$ cat src/rtl/unpk_pkg.sv
package unpk_pkg;
   typedef enum logic [1:0] {
      PK_NARROW_ALT = 2'b00,
      PK_NARROW     = 2'b01,
      PK_WIDE       = 2'b10,
      PK_PAIR       = 2'b11
   } pack_mode_e;
endpackage

$ cat src/rtl/unpk_slicer.sv
module unpk_slicer
   import unpk_pkg::*;
#(
   parameter int WORD_W   = 36,
   parameter int BYTE_W   = 8,
   parameter int NARROW_W = 7,
   parameter int IDX_W    = 3
) (
   input  logic [WORD_W-1:0]         word_i,
   input  logic [WORD_W-(WORD_W/BYTE_W)*BYTE_W-1:0] nib_i,
   input  pack_mode_e                mode_i,
   input  logic                      phase_i,
   input  logic [IDX_W-1:0]          idx_i,
   output logic [BYTE_W-1:0]         byte_o
);
   localparam int N_NARROW  = WORD_W / NARROW_W;
   localparam int N_WIDE    = WORD_W / BYTE_W;
   localparam int SPLIT_W   = WORD_W - N_WIDE * BYTE_W;
   localparam int MAX_LANES = (N_NARROW > N_WIDE + 1) ? N_NARROW : N_WIDE + 1;

   initial begin
      a_split_half : assert (SPLIT_W * 2 == BYTE_W)
         else $error("straddling byte must be two equal halves");
      a_narrow_fits : assert (NARROW_W < BYTE_W)
         else $error("narrow byte must be shorter than the output byte");
   end

   logic [BYTE_W-1:0] narrow_l [MAX_LANES];
   logic [BYTE_W-1:0] wide_l   [MAX_LANES];
   logic [BYTE_W-1:0] second_l [MAX_LANES];

   for (genvar g = 0; g < MAX_LANES; g++) begin : g_lane
      if (g < N_NARROW) begin : g_nar
         assign narrow_l[g] = {{(BYTE_W-NARROW_W){1'b0}},
                               word_i[WORD_W-1-g*NARROW_W -: NARROW_W]};
      end else begin : g_nar_pad
         assign narrow_l[g] = '0;
      end
      if (g < N_WIDE) begin : g_wid
         assign wide_l[g] = word_i[WORD_W-1-g*BYTE_W -: BYTE_W];
      end else begin : g_wid_pad
         assign wide_l[g] = '0;
      end
      if (g == 0) begin : g_straddle
         assign second_l[g] = {nib_i, word_i[WORD_W-1 -: SPLIT_W]};
      end else if (g <= N_WIDE) begin : g_sec
         assign second_l[g] = word_i[WORD_W-1-SPLIT_W-(g-1)*BYTE_W -: BYTE_W];
      end else begin : g_sec_pad
         assign second_l[g] = '0;
      end
   end

   always_comb begin
      byte_o = '0;
      for (int k = 0; k < MAX_LANES; k++) begin
         if (idx_i == IDX_W'(k)) begin
            case (mode_i)
               PK_WIDE: byte_o = wide_l[k];
               PK_PAIR: byte_o = phase_i ? second_l[k] : wide_l[k];
               default: byte_o = narrow_l[k];
            endcase
         end
      end
   end
endmodule

$ cat src/rtl/unpk_ctrl.sv
module unpk_ctrl
   import unpk_pkg::*;
#(
   parameter int CNT_W    = 10,
   parameter int N_NARROW = 5,
   parameter int N_WIDE   = 4,
   parameter int IDX_W    = 3
) (
   input  logic             clk,
   input  logic             rst_n,
   input  logic [1:0]       mode_i,
   input  logic [CNT_W-1:0] limit_i,
   input  logic             in_valid,
   input  logic             out_ready,
   output logic             in_ready,
   output logic             out_valid,
   output logic             out_last,
   output pack_mode_e       mode_q,
   output logic             phase_q,
   output logic [IDX_W-1:0] idx_q,
   output logic             ld_word,
   output logic             ld_nib
);
   logic             full_q, busy_q;
   logic [CNT_W-1:0] rem_q;
   logic [IDX_W-1:0] last_idx;
   logic             take_b, end_burst, end_word;

   always_comb begin
      case (mode_q)
         PK_WIDE: last_idx = IDX_W'(N_WIDE - 1);
         PK_PAIR: last_idx = phase_q ? IDX_W'(N_WIDE) : IDX_W'(N_WIDE - 1);
         default: last_idx = IDX_W'(N_NARROW - 1);
      endcase
   end

   assign in_ready  = !full_q;
   assign out_valid = full_q;
   assign out_last  = full_q && (rem_q == CNT_W'(1));
   assign ld_word   = in_valid && !full_q;
   assign take_b    = full_q && out_ready;
   assign end_burst = take_b && (rem_q == CNT_W'(1));
   assign end_word  = take_b && (idx_q == last_idx);
   assign ld_nib    = end_word && (mode_q == PK_PAIR) && !phase_q;

   always_ff @(posedge clk or negedge rst_n) begin
      if (!rst_n) begin
         full_q  <= 1'b0;
         busy_q  <= 1'b0;
         rem_q   <= '0;
         idx_q   <= '0;
         phase_q <= 1'b0;
         mode_q  <= PK_NARROW;
      end else if (ld_word) begin
         full_q <= 1'b1;
         idx_q  <= '0;
         if (!busy_q) begin
            busy_q  <= 1'b1;
            mode_q  <= pack_mode_e'(mode_i);
            rem_q   <= limit_i;
            phase_q <= 1'b0;
         end
      end else if (take_b) begin
         rem_q <= rem_q - CNT_W'(1);
         if (end_burst) begin
            full_q  <= 1'b0;
            busy_q  <= 1'b0;
            idx_q   <= '0;
            phase_q <= 1'b0;
         end else if (end_word) begin
            full_q <= 1'b0;
            idx_q  <= '0;
            if (mode_q == PK_PAIR) phase_q <= !phase_q;
         end else begin
            idx_q <= idx_q + IDX_W'(1);
         end
      end
   end

   // the final byte empties the holding stage
   p_last_empties_r5 : assert property (@(posedge clk) disable iff (!rst_n)
      (take_b && out_last) |=> (!out_valid && in_ready && !busy_q));
   // burst settings frozen until the burst ends
   p_mode_frozen_r10 : assert property (@(posedge clk) disable iff (!rst_n)
      (busy_q && !end_burst) |=> $stable(mode_q));
   // lane index never passes the word's last lane
   p_idx_bound_r8 : assert property (@(posedge clk) disable iff (!rst_n)
      full_q |-> (idx_q <= last_idx));
endmodule

$ cat src/rtl/word_byte_unpacker.sv
module word_byte_unpacker
   import unpk_pkg::*;
#(
   parameter int WORD_W   = 36,
   parameter int BYTE_W   = 8,
   parameter int NARROW_W = 7,
   parameter int CNT_W    = 10
) (
   input  logic              clk,
   input  logic              rst_n,
   input  logic [1:0]        mode,
   input  logic [CNT_W-1:0]  limit,
   input  logic              in_valid,
   input  logic [WORD_W-1:0] in_word,
   output logic              in_ready,
   output logic              out_valid,
   input  logic              out_ready,
   output logic [BYTE_W-1:0] out_byte,
   output logic              out_last
);
   localparam int N_NARROW  = WORD_W / NARROW_W;
   localparam int N_WIDE    = WORD_W / BYTE_W;
   localparam int SPLIT_W   = WORD_W - N_WIDE * BYTE_W;
   localparam int MAX_LANES = (N_NARROW > N_WIDE + 1) ? N_NARROW : N_WIDE + 1;
   localparam int IDX_W     = $clog2(MAX_LANES);

   logic [WORD_W-1:0]  word_q;
   logic [SPLIT_W-1:0] nib_q;
   pack_mode_e         mode_q;
   logic               phase_q, ld_word, ld_nib;
   logic [IDX_W-1:0]   idx_q;

   unpk_ctrl #(
      .CNT_W(CNT_W), .N_NARROW(N_NARROW), .N_WIDE(N_WIDE), .IDX_W(IDX_W)
   ) u_ctrl (
      .clk(clk), .rst_n(rst_n), .mode_i(mode), .limit_i(limit),
      .in_valid(in_valid), .out_ready(out_ready), .in_ready(in_ready),
      .out_valid(out_valid), .out_last(out_last), .mode_q(mode_q),
      .phase_q(phase_q), .idx_q(idx_q), .ld_word(ld_word), .ld_nib(ld_nib)
   );

   always_ff @(posedge clk or negedge rst_n) begin
      if (!rst_n) begin
         word_q <= '0;
         nib_q  <= '0;
      end else begin
         if (ld_word) word_q <= in_word;
         if (ld_nib)  nib_q  <= word_q[SPLIT_W-1:0];
      end
   end

   unpk_slicer #(
      .WORD_W(WORD_W), .BYTE_W(BYTE_W), .NARROW_W(NARROW_W), .IDX_W(IDX_W)
   ) u_slicer (
      .word_i(word_q), .nib_i(nib_q), .mode_i(mode_q), .phase_i(phase_q),
      .idx_i(idx_q), .byte_o(out_byte)
   );

   // byte held under backpressure
   p_hold_r9 : assert property (@(posedge clk) disable iff (!rst_n)
      (out_valid && !out_ready) |=> (out_valid && $stable(out_byte) && $stable(out_last)));
   // a taken word yields a byte next cycle
   p_word_to_byte_r11 : assert property (@(posedge clk) disable iff (!rst_n)
      (in_valid && in_ready) |=> (out_valid && !in_ready));
   // narrow bytes keep the top bit clear
   p_narrow_msb_r2 : assert property (@(posedge clk) disable iff (!rst_n)
      (out_valid && (mode_q == PK_NARROW || mode_q == PK_NARROW_ALT)) |-> !out_byte[BYTE_W-1]);
endmodule

$ cat config.mk
export PLATFORM = sky130hd
export DESIGN_NAME = word_byte_unpacker
export DESIGN_NICKNAME = d
export VERILOG_FILES = /design/src/rtl/unpk_pkg.sv /design/src/rtl/unpk_slicer.sv /design/src/rtl/unpk_ctrl.sv /design/src/rtl/word_byte_unpacker.sv
export SDC_FILE = /design/constraint.sdc
export NUM_CORES = 1
export LEC_CHECK = 0
export ABC_AREA = 1
export BUFFER_PORTS_ARGS = -buffer_cell sky130_fd_sc_hd__buf_4
export CORE_MARGIN = 5
export CORE_UTILIZATION = 40
export CTS_CLUSTER_SIZE = 8
export DETAILED_ROUTE_END_ITERATION = 10
export SLEW_MARGIN = 20
export SYNTH_ARGS = -nofsm -noshare
export SYNTH_HDL_FRONTEND = slang
export SYNTH_SLANG_ARGS = --single-unit
$ cat constraint.sdc
create_clock -name clk -period 2.1 [get_ports clk]
set_input_delay 0.315 -clock clk [delete_from_list [all_inputs] [get_ports clk]]
set_output_delay 0.315 -clock clk [all_outputs]
set_load 0.02 [all_outputs]
==> results of run 1 <==
-- flip-flops by register name, summed over array words and instances (netlist names) --
register / flops
u_ctrl.out_valid: 1
word_q: 36
u_ctrl.rem_q: 10
u_ctrl.busy_q: 1
u_ctrl.phase_q: 1
u_ctrl.mode_q: 2
u_ctrl.idx_q: 3
nib_q: 4
-- placed cells by master (no fill, tap or decap), drive strengths merged --
| cell | instances |
|---|---|
| nand2 | 205 |
| buf | 83 |
| nand3 | 68 |
| dfrtp | 57 |
| inv | 43 |
| o21ai | 35 |
| nor2 | 25 |
| a21oi | 25 |
| nand4 | 16 |
| clkbuf | 9 |
| a221oi | 7 |
| ha | 7 |
| xor2 | 2 |
| o211ai | 2 |
| o22ai | 2 |
| clkinvlp | 2 |
| bufinv | 2 |
| clkinv | 2 |
| nor3 | 2 |
| or2 | 1 |
| a22oi | 1 |
| xnor2 | 1 |
| nand3b | 1 |
| mux2 | 1 |
| dfstp | 1 |
-- cells in the mapped netlist --
cell type,n
a21oi_1,25
a221oi_1,7
a22oi_1,1
buf_1,1
buf_2,8
buf_4,5
buf_6,9
clkbuf_1,5
clkinv_1,1
dfrtp_1,57
dfstp_2,1
ha_1,7
inv_1,37
inv_2,3
inv_4,1
mux2_2,1
nand2_1,198
nand2_2,3
nand2_4,4
nand3_1,68
nand3b_1,1
nand4_1,15
nand4_2,1
nor2_1,19
nor2_2,1
nor2_4,2
nor3_1,2
o211ai_1,2
o21ai_0,35
o22ai_1,2
or2_2,1
xnor2_1,1
xor2_1,2
-- power breakdown --
group | internal (uW) | switching, uW | total (uW) | leakage [uW]
registers | 1650 | 598 | 2250 | 0.000698
clock network | 678 | 522 | 1200 | 0.000106
logic | 1830 | 2740 | 4570 | 0.00162
total | 4160 | 3860 | 8020 | 0.00243
-- layer usage --
metal / up-vias / part of all wire (%) / GRT usage [%]
met4: 0 / 1.6 / 6.198
met2: 146 / 47 / 29.95
li1: 1866 / - / -
met3: 15 / 7.0 / 4.675
met1: 1744 / 44 / 24.42
met5: - / 0 / 0
-- kinds of logic after synthesis --
group | count (synthesis) | synth area share, %
AO/OA/AOI/OAI | 72 | 10.68
adder cells (fa/ha/maj) | 7 | 2.358
multiplexers | 1 | 0.3032
AND/OR/NAND/NOR | 315 | 37.10
buffers and inverters | 70 | 9.737
flip-flops | 58 | 39.12
XOR/XNOR | 3 | 0.7077
-- worst max-delay path by stage --
stage / end / slack [ns]
after CTS: out_byte[5] / -0.16
after detailed placement: out_byte[6] / 0.11
after global placement: out_byte[4] / 0.13
after floorplan: out_byte[3] / 0.19
final: out_byte[4] / -0.14
after global routing: out_byte[5] / -0.24
-- critical path, stage by stage, from the launching register on --
cell,delay (ns)
dfrtp_2,0.46
buf_6,0.13
ha_4,0.17
buf_6,0.12
nor2_4,0.15
nand2_1,0.07
nand3_1,0.10
nand2_1,0.08
a21oi_2,0.14
buf_4,0.16
-- final cells by class --
class                   instances  share of cell area, %
inverters                      42                  3.466
flip-flops and latches         58                  30.34
multi-input cells             401                  44.46
well taps                     111                  2.893
clock inverters                 7                  2.111
clock buffers                   9                  2.580
repair buffers                 83                  14.15
-- per-stage QoR --
stage	utilization [%]	setup WS, ns	std cells	area (sq um)
2_1_floorplan	-	0.1938	526	3714
3_3_place_gp	45.85	0.1253	680	4197
3_5_place_dp	45.85	0.1122	680	4197
4_1_cts	50.25	-0.1567	705	4599
5_1_grt	52.45	-0.2386	711	4801
6_report	52.45	-0.1438	711	4801
-- repair_timing --
item | in CTS | in global routing
cloned | 1 | 3
setup buffers | 8 | 3
endpoints found under the setup margin | 8 | 9
endpoints found under the hold margin | 0 | 0
pin swaps | 8 | 11
gates resized for setup | 31 | 41
==> impl_metrics.env, run 1 <==
export IMPL_synth_avg_cell_area_sq_um=7.060
export IMPL_start_util_pct=40.57
export IMPL_tightest_slew_ns=0.7376
export IMPL_clk_pin_slew_worst_paths_ns=0.09
export IMPL_crit_required_ns=1.78
export IMPL_r2r_start="u_ctrl.out_valid$_DFFE_PN0P_"
export IMPL_synth_top_area_share_pct=38.41
export IMPL_drive_gt1_share_pct=28.00
export IMPL_yosys_area_top_type="dfrtp_1"
export IMPL_seq_area_frac_synth_pct=39.12
export IMPL_reg2reg_slack_ns=0.38
export IMPL_htree_levels=3
export IMPL_hpwl_microns=7115
export IMPL_p_per_area_nw_per_um2=1670
export IMPL_wire_per_inst_microns=15.10
export IMPL_setup_viol=8
export IMPL_drtAntennaViolNets=0
export IMPL_antenna_found_initial=0
export IMPL_critPathKind="reg2out"
export IMPL_peakVddDrop_mv=0.9638
export IMPL_wirelength_microns=10740
export IMPL_max_freq_mhz=445.7
export IMPL_maxSlewHeadroom_pct=50.83
export IMPL_clock_sinks=58
export IMPL_fin_total_pwr_uw=8019
export IMPL_timing_setup_tns_ns=-0.8987
export IMPL_fp_dieW_microns=106.4
export IMPL_ys_seq_elements=58
export IMPL_max_cap_violations=0
export IMPL_first_iter_violations=204
export IMPL_outcome="finished, violations left"
export IMPL_whs_ns=0.02366
export IMPL_clock_latency_ns=0.36
export IMPL_netlist_area_sq_um=3714
export IMPL_fillers=910
export IMPL_cts_buffer_depth=2
export IMPL_yosysWarnings=0
export IMPL_grt_ovfl_total=0
export IMPL_critPathCaptureType="output pin"
export IMPL_crit_start="u_ctrl.idx_q[0]$_DFFE_PN0P_"
export IMPL_netlist_cell_type_count=33
export IMPL_io_buffers=62
export IMPL_postCtsHoldBufs=0
export IMPL_failed_checks="negative setup slack"
export IMPL_fp_row_count=35
export IMPL_worst_slack_ns=-0.1438
export IMPL_grt_pass1_wl_microns=16930
export IMPL_final_net_count=654
export IMPL_worstPathArrival_ns=1.93
export IMPL_critPathLaunchType="flop"
export IMPL_r2r_end="u_ctrl.rem_q[5]$_DFFE_PN0P_"
export IMPL_synthCells=526
export IMPL_antenna_cells=0
export IMPL_clock_skew_final_ns=0.01298
export IMPL_power_leakage_uw=0.002426
export IMPL_hold_path_class="in2async"
export IMPL_period_needed_ns=2.244
export IMPL_syn_nets=585
export IMPL_rsz0062_at_grt="yes"
export IMPL_multi_input_area_sq_um=2135
export IMPL_ios=63
export IMPL_dieArea_sq_um=11310
export IMPL_vias=3771
export IMPL_grt_pass1_vias=3500
export IMPL_cts_buffers=9
export IMPL_root_buffer="clkbuf_8"
export IMPL_routed_via_density=5.304
export IMPL_seq_area_sq_um=1456
export IMPL_place_gp_congestion=0.9489
export IMPL_path_max_fanout=4
export IMPL_maxSlewViolCount=0
export IMPL_period_share_pct=106.8
export IMPL_syn2layout_area_growth_pct=29.28
export IMPL_die_h_microns=106.4
export IMPL_grt_max_degree=59
export IMPL_grtUsageTotal_pct=18.61
export IMPL_drc=0
export IMPL_core_area_sq_um=9153
export IMPL_first_pass_iters=5
export IMPL_cts_tree="built"
export IMPL_synth_area_leaders="dfrtp_1 (38%), nand2_1 (20%), nand3_1 (9.2%)"
export IMPL_r2r_cells=8
export IMPL_final_hold_violation_count=0
(Power assumes the default switching activity.)
==> run 2: changes to the inputs <==
--- a/config.mk
+++ b/config.mk
@@ -11,6 +11,7 @@
 export CORE_UTILIZATION = 40
 export CTS_CLUSTER_SIZE = 8
 export DETAILED_ROUTE_END_ITERATION = 10
+export SETUP_SLACK_MARGIN = 0.2
 export SLEW_MARGIN = 20
 export SYNTH_ARGS = -nofsm -noshare
 export SYNTH_HDL_FRONTEND = slang
==> run 2 against run 1 <==
The run still ends with negative setup slack left. Combinational power increased by 3%. Setup slack got worse by 0.0013 ns. Worst hold slack improved by 0.0011 ns. Clock-buffer cell count increased by 1. Sequential power about the same. Register-to-register slack improved by 0.04 ns. Sequential share of layout area decreased by 0.43 points. Critical path depth increased by 1. Critical path type unchanged. Critical endpoint is now out_byte[6]. Largest cell class unchanged.
==> impl_metrics.env, run 2 (synthesis results as in run 1) <==
export IMPL_fp_dieW_microns=106.4
export IMPL_grt_pass1_vias=3562
export IMPL_syn2layout_area_growth_pct=31.03
export IMPL_drtAntennaViolNets=0
export IMPL_first_pass_iters=5
export IMPL_worst_slack_ns=-0.1451
export IMPL_clock_skew_final_ns=0.008663
export IMPL_final_hold_violation_count=0
export IMPL_reg_top3="word_q (36), u_ctrl.rem_q (10), nib_q (4)"
export IMPL_path_max_fanout=6
export IMPL_fp_row_count=35
export IMPL_htree_levels=3
export IMPL_hpwl_microns=7156
export IMPL_failed_checks="negative setup slack"
export IMPL_fillers=910
export IMPL_p_per_area_nw_per_um2=1653
export IMPL_grtUsageTotal_pct=18.78
export IMPL_clock_sinks=58
export IMPL_first_iter_violations=265
export IMPL_layout_common_cells="nand2_1 (183), buf_4 (76), nand3_1 (55), dfrtp_1 (55), o21ai_0 (35)"
export IMPL_slowest_stage="dfstp_2"
export IMPL_max_cap_violations=0
export IMPL_r2r_start="u_ctrl.mode_q[0]$_DFFE_PN1P_"
export IMPL_maxSlewViolCount=0
export IMPL_cts_buffers=9
export IMPL_stdcell_count=719
export IMPL_wirelength_microns=10860
export IMPL_seq_area_sq_um=1455
export IMPL_antenna_found_initial=0
export IMPL_grt_max_degree=59
export IMPL_wire_per_inst_microns=15.11
export IMPL_peakVddDrop_mv=0.6442
export IMPL_die_h_microns=106.4
export IMPL_routed_via_density=5.260
export IMPL_grt_ovfl_total=0
export IMPL_dieArea_sq_um=11310
export IMPL_cts_buffer_depth=2
export IMPL_maxSlewHeadroom_pct=47.91
export IMPL_antenna_cells=0
export IMPL_critPathKind="reg2out"
export IMPL_worstPathArrival_ns=1.93
export IMPL_final_common_cell="nand2_1"
export IMPL_crit_start="u_ctrl.mode_q[0]$_DFFE_PN1P_"
export IMPL_critPathLaunchType="flop"
export IMPL_vias=3782
export IMPL_power_leakage_uw=0.002437
export IMPL_crit_required_ns=1.78
export IMPL_largest_reg_flops=36
export IMPL_cts_tree="built"
export IMPL_rsz0062_at_grt="yes"
export IMPL_start_util_pct=40.57
export IMPL_setup_viol=8
export IMPL_multi_input_area_sq_um=2171
export IMPL_hold_path_class="in2async"
export IMPL_ios=63
export IMPL_clock_latency_ns=0.35
export IMPL_place_gp_congestion=0.9159
export IMPL_clk_pin_slew_worst_paths_ns=0.07
export IMPL_core_area_sq_um=9153
export IMPL_largest_register="word_q"
export IMPL_place_ws_ns=0.06664
export IMPL_io_buffers=62
export IMPL_max_stage_delay_ns=0.60
export IMPL_root_buffer="clkbuf_8"
export IMPL_grt_pass1_wl_microns=17060
export IMPL_period_needed_ns=2.245
export IMPL_place_inst=681
export IMPL_tightest_slew_ns=0.7813
export IMPL_max_freq_mhz=445.4
export IMPL_outcome="finished, violations left"
export IMPL_drive_gt1_share_pct=29.61
export IMPL_critPathCaptureType="output pin"
export IMPL_period_share_pct=106.9
export IMPL_final_net_count=662
export IMPL_cpMostUsedCell="nand3_1"
export IMPL_postCtsHoldBufs=0
export IMPL_path_cells="buf_6 -> nand2_8 -> buf_4 -> nand3_1 -> nand3_1 -> nand2_1 -> nand3_1 -> nand2_1 -> a21oi_2 -> buf_6"
export IMPL_drc=0
-- run 2: final cells by class --
type	count	share of cell area (%)
multi-input combinational	403	44.61
sequential	58	29.90
timing repair buffer	89	14.97
inverter	42	3.471
tap	111	2.854
clock buffer	10	2.828
clock inverter	6	1.363
-- run 2: stage by stage --
step	util (%)	setup TNS [ns]	total power (uW)	cell area, sq um	hold WS (ns)
after floorplan	-	0	4934	3717	0.01941
after global routing	53.16	-1.595	8652	4866	0.09997
after global placement	46.11	0	5972	4220	0.4372
after CTS	50.09	-1.382	7463	4584	0.06353
final	53.16	-0.9570	8044	4866	0.02474
after detailed placement	46.11	0	6010	4220	0.4454
-- run 2: worst paths after layout --
| kind | end | slack, ns | cells after the start |
|---|---|---|---|
| max reg2reg | nib_q[2]$_DFFE_PN0P_ | 0.42 | 7 |
| max | out_byte[6] | -0.15 | 10 |
| max in group asynchronous | u_ctrl.phase_q$_DFFE_PN0P_ | 1.50 | 1 |
| min reg2reg | u_ctrl.rem_q[9]$_DFFE_PN0P_ | 0.48 | 2 |
| min in group clk | word_q[12]$_DFFE_PN0P_ | 0.15 | 3 |
| min | word_q[31]$_DFFE_PN0P_ | 0.02 | 1 |
-- run 2: power breakdown --
part	internal (uW)	total (uW)	switching, uW	leakage, uW
Clock	579	1070	496	0.0000945
Sequential	1650	2260	608	0.000700
Combinational	1910	4710	2800	0.00164
-- run 2: timing repair --
item	CTS	global route
endpoints found under the setup margin	9	9
pin swaps	6	23
setup buffers	9	7
cloned	2	4
gates resized for setup	22	53
-- run 2: routing by layer --
metal | up-vias | routed length (microns) | track usage (%)
met5 | - | 0 | 0
li1 | 1886 | - | -
met4 | 0 | 167 | 6.105
met3 | 17 | 619 | 4.311
met2 | 127 | 5100 | 29.55
met1 | 1752 | 4974 | 25.54
-- run 2: critical path, delay by kind of cell, from the launching register on --
family	cells	cell delay (ns)
AO/OA/AOI/OAI	1	0.06
flip-flops	1	0.60
buffers and inverters	3	0.44
AND/OR/NAND/NOR	6	0.49
==> run 3: changes to the inputs <==
--- a/config.mk
+++ b/config.mk
@@ -11,6 +11,7 @@
 export CORE_UTILIZATION = 40
 export CTS_CLUSTER_SIZE = 8
 export DETAILED_ROUTE_END_ITERATION = 10
+export MAX_ROUTING_LAYER = met4
 export SETUP_SLACK_MARGIN = 0.2
 export SLEW_MARGIN = 20
 export SYNTH_ARGS = -nofsm -noshare
==> run 3 against run 2 <==
The flow still finishes with violations (negative setup slack). Total power grew 0.89%. Via count grew 1.1%. Sequential power is essentially flat. First-iteration DRC count shrank 9.8%. Die area is the same. Global-route usage grew 1.7 points. Utilization shrank 0.26 points. Clock skew grew 0.0022 ns. Critical endpoint is now out_byte[1]. Largest power group unchanged.
==> impl_metrics.env, run 3 (synthesis results as in run 1) <==
export IMPL_outcome="finished, violations left"
export IMPL_failed_checks="negative setup slack"
export IMPL_place_gp_congestion=0.9023
export IMPL_setup_viol=8
export IMPL_fp_row_count=35
export IMPL_hpwl_microns=7330
export IMPL_routed_via_density=5.318
export IMPL_clock_latency_ns=0.35
export IMPL_clk_pin_slew_worst_paths_ns=0.07
export IMPL_clock_skew_final_ns=0.01091
export IMPL_period_needed_ns=2.249
export IMPL_root_buffer="clkbuf_8"
export IMPL_maxSlewHeadroom_pct=49.86
export IMPL_io_buffers=62
export IMPL_first_iter_violations=239
export IMPL_crit_required_ns=1.78
export IMPL_wire_per_inst_microns=15.37
export IMPL_place_ws_ns=0.08128
export IMPL_antenna_cells=0
export IMPL_postCtsHoldBufs=0
export IMPL_start_util_pct=40.57
export IMPL_syn2layout_area_growth_pct=30.39
export IMPL_hold_path_class="in2async"
export IMPL_drc=0
export IMPL_cts_tree="built"
export IMPL_grt_pass1_vias=3630
export IMPL_fillers=941
export IMPL_peakVddDrop_mv=0.6837
export IMPL_timing_setup_tns_ns=-0.9239
export IMPL_final_net_count=662
export IMPL_clock_sinks=58
export IMPL_antenna_found_initial=0
export IMPL_tightest_slew_ns=0.7521
export IMPL_reg_top3="word_q (36), u_ctrl.rem_q (10), nib_q (4)"
export IMPL_dieArea_sq_um=11310
export IMPL_cts_buffer_depth=2
export IMPL_p_per_area_nw_per_um2=1676
export IMPL_cts_buffers=9
export IMPL_power_leakage_uw=0.002444
export IMPL_grtUsageTotal_pct=20.46
export IMPL_htree_levels=3
export IMPL_largest_register="word_q"
export IMPL_critPathKind="reg2out"
export IMPL_worst_slack_ns=-0.1491
export IMPL_layout_common_cells="nand2_1 (187), buf_4 (81), nand3_1 (60)"
export IMPL_fin_total_pwr_uw=8115
export IMPL_placed_area_sq_um=4223
export IMPL_grt_max_degree=59
export IMPL_period_share_pct=107.1
export IMPL_worstPathArrival_ns=1.93
export IMPL_critPathLaunchType="flop"
export IMPL_critPathCaptureType="output pin"
export IMPL_final_common_cell="nand2_1"
export IMPL_first_pass_iters=5
export IMPL_core_area_sq_um=9153
export IMPL_rsz0062_at_grt="yes"
export IMPL_die_h_microns=106.4
export IMPL_drtAntennaViolNets=0
export IMPL_max_cap_violations=0
export IMPL_grt_ovfl_total=0
export IMPL_vias=3824
export IMPL_path_max_fanout=4
export IMPL_fp_dieW_microns=106.4
export IMPL_max_freq_mhz=444.6
export IMPL_drive_gt1_share_pct=27.96
export IMPL_maxSlewViolCount=0
export IMPL_largest_reg_flops=36
export IMPL_final_area_sq_um=4842
export IMPL_grt_pass1_wl_microns=17910
export IMPL_wirelength_microns=11050
export IMPL_final_hold_violation_count=0
export IMPL_ios=63
## run 3: cell types whose count changed in the layout (fill, tap and decap cells not counted), sizes merged
cell / previous run / this run
clkinvlp: 3 / 1
clkbuf: 10 / 11
clkinv: 3 / 2
buf: 89 / 90
nand2: 207 / 206
bufinv: 1 / 3
## run 3: layout make-up
type | count | area [sq um] | share of cell area (%)
Timing Repair Buffer | 90 | 715.7 | 14.78
Clock buffer | 11 | 131.4 | 2.713
Inverter | 42 | 171.4 | 3.540
Sequential cell | 58 | 1456 | 30.08
Tap cell | 111 | 138.9 | 2.868
Clock inverter | 5 | 102.6 | 2.119
Multi-Input combinational cell | 402 | 2126 | 43.90
## run 3: worst paths after layout
| kind | start | to | slack, ns | cells past startpoint |
|---|---|---|---|---|
| min in group clk | in_word[4] | word_q[4]$_DFFE_PN0P_ | 0.16 | 3 |
| worst min-delay path | rst_n | word_q[29]$_DFFE_PN0P_ | 0.03 | 1 |
| worst max register to register | u_ctrl.mode_q[0]$_DFFE_PN1P_ | u_ctrl.phase_q$_DFFE_PN0P_ | 0.40 | 9 |
| worst max-delay path | u_ctrl.mode_q[0]$_DFFE_PN1P_ | out_byte[1] | -0.15 | 9 |
| worst min register to register | u_ctrl.rem_q[9]$_DFFE_PN0P_ | u_ctrl.rem_q[9]$_DFFE_PN0P_ | 0.48 | 2 |
| max in group asynchronous | rst_n | u_ctrl.idx_q[2]$_DFFE_PN0P_ | 1.52 | 1 |
## run 3: metal layers
| metal | up-vias | share of wire (%) | global-route usage [%] |
|---|---|---|---|
| li1 | 1885 | - | - |
| met1 | 1805 | 45 | 26.22 |
| met2 | 112 | 48 | 31.63 |
| met3 | 22 | 4.5 | 3.825 |
| met4 | 0 | 2.6 | 9.066 |
| met5 | - | 0 | - |
## run 3: worst max-delay path, stage by stage, from the launching register on
cell,delay (ns)
dfstp_2,0.64
nand2_4,0.11
nor2_4,0.18
nand2_1,0.07
nand3_1,0.09
nand2_1,0.05
inv_1,0.05
nand2_1,0.07
a21oi_2,0.16
buf_4,0.16
## run 3: where the power goes
part | total [uW] | leakage (uW) | internal (uW) | switching (uW)
sequential | 2260 | 0.000698 | 1650 | 607
combinational | 4590 | 0.00163 | 1820 | 2770
clock | 1270 | 0.000114 | 787 | 480
total | 8120 | 0.00244 | 4260 | 3860
## run 3: what timing repair did
item,CTS,global route
setup endpoints to repair,9,9
gates resized for setup,44,24
gates cloned,5,0
setup buffers,13,2
pin swaps,9,7
## run 3: through the flow
| stage | hold slack, ns | cells | util, % |
|---|---|---|---|
| 2_1_floorplan | 0.01941 | 526 | - |
| 3_3_place_gp | 0.4302 | 683 | 46.14 |
| 3_5_place_dp | 0.4319 | 683 | 46.14 |
| 4_1_cts | 0.06051 | 717 | 51.88 |
| 5_1_grt | 0.09738 | 719 | 52.91 |
| 6_report | 0.03242 | 719 | 52.91 |
